--- src/rtl/uart_dma_ready_pkg.sv ---
// Package: shared types and helpers for the DMA ready generator.
// Assumes levels and thresholds share one unsigned width.
package uart_dma_ready_pkg;

    // Handshake style in effect for a channel
    typedef enum logic {
        XFER_SINGLE = 1'b0,
        XFER_BLOCK  = 1'b1
    } xfer_mode_e;

    // Resolve the effective style: block transfers need FIFOs on
    function automatic xfer_mode_e resolve_mode(input logic fifo_on, input logic blk_req);
        return (fifo_on && blk_req) ? XFER_BLOCK : XFER_SINGLE;
    endfunction

endpackage

--- src/rtl/uart_dma_mode_sel.sv ---
// Module: uart_dma_mode_sel
// Turns the FIFO enable and the block-transfer request into the effective
// handshake style. It is purely combinational. The trackers register the
// result, so a style change is seen at the outputs one clock later.
module uart_dma_mode_sel
    import uart_dma_ready_pkg::*;
(
    input  logic       fifo_en,
    input  logic       dma_blk,
    output xfer_mode_e mode
);

    // Effective style decode
    always_comb begin
        mode = resolve_mode(fifo_en, dma_blk);
    end

endmodule

--- src/rtl/uart_dma_tx_track.sv ---
// Module: uart_dma_tx_track
// Builds the transmit DMA strobe (active low).
// Single style: the strobe is high while anything is queued.
// Block style: a busy flag is set when the FIFO is full and cleared
// when the fill drops below the threshold; the strobe follows that flag.
// Assumes 1 <= thr <= DEPTH. The busy flag is cleared whenever single
// style is in effect, so each entry into block style starts fresh.
module uart_dma_tx_track
    import uart_dma_ready_pkg::*;
#(
    parameter int DEPTH = 32,
    localparam int LW   = $clog2(DEPTH + 1)
) (
    input  logic          clk,
    input  logic          rst_n,
    input  xfer_mode_e    mode,
    input  logic [LW-1:0] level,
    input  logic [LW-1:0] thr,
    output logic          rdy_n
);

    localparam logic [LW-1:0] FULL_LVL = LW'(DEPTH);

    logic busy_q;
    logic busy_d;
    logic rdy_n_d;

    // Next busy flag: full sets it, dropping below threshold clears it
    always_comb begin
        busy_d = busy_q;
        if (mode == XFER_SINGLE) begin
            busy_d = 1'b0;
        end else if (level == FULL_LVL) begin
            busy_d = 1'b1;
        end else if (level < thr) begin
            busy_d = 1'b0;
        end
    end

    // Next strobe level for the active style
    always_comb begin
        if (mode == XFER_BLOCK) begin
            rdy_n_d = busy_d;
        end else begin
            rdy_n_d = (level != '0);
        end
    end

    // Hold the flag and the strobe; reset means nothing queued
    always_ff @(posedge clk) begin
        if (!rst_n) begin
            busy_q <= 1'b0;
            rdy_n  <= 1'b0;
        end else begin
            busy_q <= busy_d;
            rdy_n  <= rdy_n_d;
        end
    end

endmodule

--- src/rtl/uart_dma_rx_track.sv ---
// Module: uart_dma_rx_track
// Builds the receive DMA strobe (active low).
// Single style: the strobe is low while any character waits.
// Block style: a ready flag is set when the fill reaches the threshold,
// or when a timeout arrives with data waiting. It is cleared only when
// the FIFO is empty, and emptiness takes priority over both set causes.
// Assumes 1 <= thr <= DEPTH and a timeout that lasts one cycle.
module uart_dma_rx_track
    import uart_dma_ready_pkg::*;
#(
    parameter int DEPTH = 32,
    localparam int LW   = $clog2(DEPTH + 1)
) (
    input  logic          clk,
    input  logic          rst_n,
    input  xfer_mode_e    mode,
    input  logic [LW-1:0] level,
    input  logic [LW-1:0] thr,
    input  logic          tmo,
    output logic          rdy_n
);

    logic avail_q;
    logic avail_d;
    logic rdy_n_d;

    // Next ready flag: an empty FIFO clears it, threshold or timeout sets it
    always_comb begin
        avail_d = avail_q;
        if (mode == XFER_SINGLE) begin
            avail_d = 1'b0;
        end else if (level == '0) begin
            avail_d = 1'b0;
        end else if ((level >= thr) || tmo) begin
            avail_d = 1'b1;
        end
    end

    // Next strobe level for the active style
    always_comb begin
        if (mode == XFER_BLOCK) begin
            rdy_n_d = !avail_d;
        end else begin
            rdy_n_d = (level == '0);
        end
    end

    // Hold the flag and the strobe; reset means no data
    always_ff @(posedge clk) begin
        if (!rst_n) begin
            avail_q <= 1'b0;
            rdy_n   <= 1'b1;
        end else begin
            avail_q <= avail_d;
            rdy_n   <= rdy_n_d;
        end
    end

endmodule

--- src/rtl/uart_dma_ready.sv ---
// Module: uart_dma_ready (top)
// DMA ready strobe generator for one UART channel. It observes FIFO
// counts, thresholds and the receive timeout, and drives the registered,
// active-low transmit and receive strobes in single or block style.
// Assumes that with FIFOs off each level is 0 or 1, and that the
// thresholds lie between 1 and DEPTH.
module uart_dma_ready
    import uart_dma_ready_pkg::*;
#(
    parameter int DEPTH = 32,
    localparam int LW   = $clog2(DEPTH + 1)
) (
    input  logic          clk,
    input  logic          rst_n,
    input  logic          fifo_en,
    input  logic          dma_blk,
    input  logic [LW-1:0] tx_level,
    input  logic [LW-1:0] rx_level,
    input  logic [LW-1:0] tx_trig,
    input  logic [LW-1:0] rx_trig,
    input  logic          rx_tmo,
    output logic          tx_rdy_n,
    output logic          rx_rdy_n
);

    xfer_mode_e mode;

    uart_dma_mode_sel u_mode (
        .fifo_en (fifo_en),
        .dma_blk (dma_blk),
        .mode    (mode)
    );

    uart_dma_tx_track #(.DEPTH(DEPTH)) u_tx (
        .clk   (clk),
        .rst_n (rst_n),
        .mode  (mode),
        .level (tx_level),
        .thr   (tx_trig),
        .rdy_n (tx_rdy_n)
    );

    uart_dma_rx_track #(.DEPTH(DEPTH)) u_rx (
        .clk   (clk),
        .rst_n (rst_n),
        .mode  (mode),
        .level (rx_level),
        .thr   (rx_trig),
        .tmo   (rx_tmo),
        .rdy_n (rx_rdy_n)
    );

endmodule

--- config.mk ---
export PLATFORM = sky130hd
export DESIGN_NAME = uart_dma_ready
export DESIGN_NICKNAME = d
export VERILOG_FILES = /design/src/rtl/uart_dma_ready_pkg.sv /design/src/rtl/uart_dma_mode_sel.sv /design/src/rtl/uart_dma_tx_track.sv /design/src/rtl/uart_dma_rx_track.sv /design/src/rtl/uart_dma_ready.sv
export SDC_FILE = /design/constraint.sdc
export NUM_CORES = 1
export LEC_CHECK = 0
export ABC_CLOCK_PERIOD_IN_PS = 3440
export BUFFER_PORTS_ARGS = -buffer_cell sky130_fd_sc_hd__buf_2
export CELL_PAD_IN_SITES_DETAIL_PLACEMENT = 0
export CELL_PAD_IN_SITES_GLOBAL_PLACEMENT = 2
export CORE_UTILIZATION = 21
export CTS_CLUSTER_DIAMETER = 40
export DETAILED_ROUTE_END_ITERATION = 8
export PLACE_DENSITY_LB_ADDON = 0.1
export SLEW_MARGIN = 20
export SYNTH_ARGS = -nofsm -noshare
export SYNTH_HDL_FRONTEND = slang
export SYNTH_SLANG_ARGS = --single-unit
--- constraint.sdc ---
create_clock -name clk -period 3.44 [get_ports clk]
set_input_delay 0.516 -clock clk [delete_from_list [all_inputs] [get_ports clk]]
set_output_delay 0.516 -clock clk [all_outputs]
set_load 0.005 [all_outputs]
==> results.yml <==
cts:
  clk_pin_slew_ns: 0.04
  cts_num_sinks: 4
  cts_buffer_depth: 2
  cts-resized-gates: 0
  postCtsSetupBuffers: 0
  ctsRootBufferMaster: "clkbuf_4"
  hold_buffers: 0
  cts_made_buffers: 3
  cts_tree: "yes"
  cts_htree_levels: 1
  clkLatencyLatePin_ns: 0.23
worst_setup_path:
  crit_type: "primary input to flop"
  r2r-start: "u_rx.avail_q"
  r2r_slack_ns: 2.30
  timing.rr.end: "u_rx.avail_q"
  worstRegToRegCells: 4
  cp_data_required_time_ns: 3.56
  end_kind: "flop"
  critPathMaxFanout: 3
  crit_arrival_ns: 1.67
  crit_path_start: "rx_level[5]"
  start_kind: "primary input"
yosys:
  synth_compound_area_frac: 0.192
  synthArstFlopShare: 0
  yosys.area_share.adder: 0.306
  yosys.area.top_type: "ha_1"
  syn_nets: 95
  synth-simple-area-share: 0.201
  synth_common_cells: "inv_1 (12), ha_1 (11), nand2_1 (5)"
  synthFlopType: "dfxtp_1"
  synth_top_area_share: 0.306
  synth_cells: 55
  ys_top_cells_by_area: "ha_1 (31%), dfxtp_1 (18%), inv_1 (10%)"
  synth.most_common_cell: "inv_1"
  synth_edf_count: 0
  yosysUniqueCellTypes: 20
  synth-xor-area-share: 0
  syn_area_sq_um: 449
  synth_top_family_by_area: "adder cells"
  synth.area.mux_share: 0.0223
  synth_area_per_cell_sq_um: 8.17
  synth-seq-cells: 4
  ys_seq_area_frac: 0.178
  yosysWarnings: 0
sta:
  setup_violations: 0
  rsz0062_at_grt: "no"
  min_period_ns: 1.54
  fin_skew_ns: 0.0000646
  fmax_ghz: 0.647
  slew_headroom: 0.842
  finalMaxSlewViolations: 0
  setup_tns_ns: 0
  min_period_over_period: 0.449
  final-hold-violation-count: 0
  tightest_slew_ns: 0.235
drt:
  drc: 0
  vias_per_cell: 4.17
  routed_wl_um: 1000
  ant_nets: 0
  wire_per_inst_um: 8.71
  first_pass_iters: 3
  vias: 480
  drt-initial-drc-count: 1
cells_and_area:
  nets: 130
  fin_util: 0.331
  drive_above_1_share: 0.409
  final_cells: 115
  insertedDiodeCount: 0
  area_growth_pct: 46.0
die:
  io_pins: 31
  initial_core_util: 0.227
  die_h_um: 48.3
  num_rows: 16
  fp.dieArea_sq_um: 2330
  dieWidth_um: 48.3
  coreArea_sq_um: 1980
global_route:
  grt.total_usage: 0.0965
  grt_pass1_vias: 411
  grt.overflow.total: 0
  antenna_found_initial: 0
  grt_pass1_wl_um: 1520
  grt_max_degree: 4
worst_hold_path:
  holdPathEnd: "u_tx.busy_q"
  hold_depth: 2
  min_from: "u_tx.busy_q"
  hp-class: "flop to flop"
power:
  p_leak_nw: 0.368
  p_per_area_nw_per_um2: 245
  power_mw: 0.161
  peakVddDrop_mv: 0.130
place:
  dp_cells: 112
  dpl.hpwl_um: 905
  port-buffer-count: 30
  gp_congestion: 0.661
flow_run:
  cap_viol_max_count: 0
outcome:
  outcome: "finished clean"
placed cells by master (no fill, tap or decap):
master	instances
nor4bb_1	1
a21o_1	1
ha_1	11
buf_2	30
a21oi_1	3
nor2_4	1
nor2_1	1
inv_1	12
a31oi_1	2
a2111o_1	1
clkbuf_4	3
mux2i_1	1
nand3_1	3
nor4_1	1
dfxtp_1	4
nor3b_1	1
or4_4	1
o211ai_1	3
nand2_1	5
o21ai_1	1
o22ai_2	1
nand2b_1	1
power breakdown:
| group | switching [mW] | internal [mW] |
|---|---|---|
| clock network | 0.0203 | 0.0391 |
| registers | 0.000540 | 0.0488 |
| logic | 0.0239 | 0.0281 |
| total | 0.0447 | 0.116 |
per-layer routing:
| metal | up-vias | share of wire | global-route usage | wire [um] |
|---|---|---|---|---|
| met1 | 199 | 0.49 | 0.140 | 488 |
| met3 | 2 | 0.058 | 0.0111 | 58 |
| met2 | 16 | 0.45 | 0.131 | 447 |
| met4 | 0 | 0.0080 | 0.0667 | 8 |
| met5 | - | 0 | 0 | 0 |
| li1 | 263 | - | - | - |
worst max path at each step:
stage	cells past startpoint	slack, ns	endpoint
finish	6	1.90	u_rx.avail_q
global route	6	1.83	u_rx.avail_q
CTS	6	1.89	u_rx.avail_q
detailed placement	6	1.64	u_rx.avail_q
global placement	6	1.65	u_rx.avail_q
floorplan	6	1.80	u_rx.avail_q
sequential cells by signal, summed over array words and instances (netlist names):
| name | count |
|---|---|
| u_rx.rdy_n | 1 |
| u_rx.avail_q | 1 |
| u_tx.busy_q | 1 |
| u_tx.rdy_n | 1 |
area by class of cell:
type | count | area, sq um
Inverter | 12 | 45.0
Tap cell | 27 | 33.8
Fill cell | 229 | 1330
Timing Repair Buffer | 30 | 150
Clock buffer | 3 | 22.5
Sequential cell | 4 | 80.1
Multi-Input combinational cell | 39 | 324
logic make-up (layout without fill, tap and decap cells):
| kind of cell | after synthesis | count (layout) |
|---|---|---|
| DFF | 4 | 4 |
| adders and majority gates | 11 | 11 |
| and+or+nand+nor | 15 | 15 |
| AOI/OAI and AO/OA | 12 | 12 |
| muxes | 1 | 1 |
| buffers and inverters | 12 | 45 |
per-stage QoR:
step           hold WS, ns  area, sq um  setup slack [ns]
2_1_floorplan        0.473          449              1.80
3_3_place_gp         0.509          633              1.65
3_5_place_dp         0.513          633              1.64
4_1_cts              0.512          656              1.89
5_1_grt              0.521          656              1.83
6_report             0.514          656              1.90
worst max-delay path, cell delays in order:
cell      delay [ns]
buf_2           0.11
ha_1            0.31
a2111o_1        0.36
a31oi_1         0.13
o21ai_1         0.10
nor4bb_1        0.14
No activity file was read; power rests on OpenSTA's default activity.
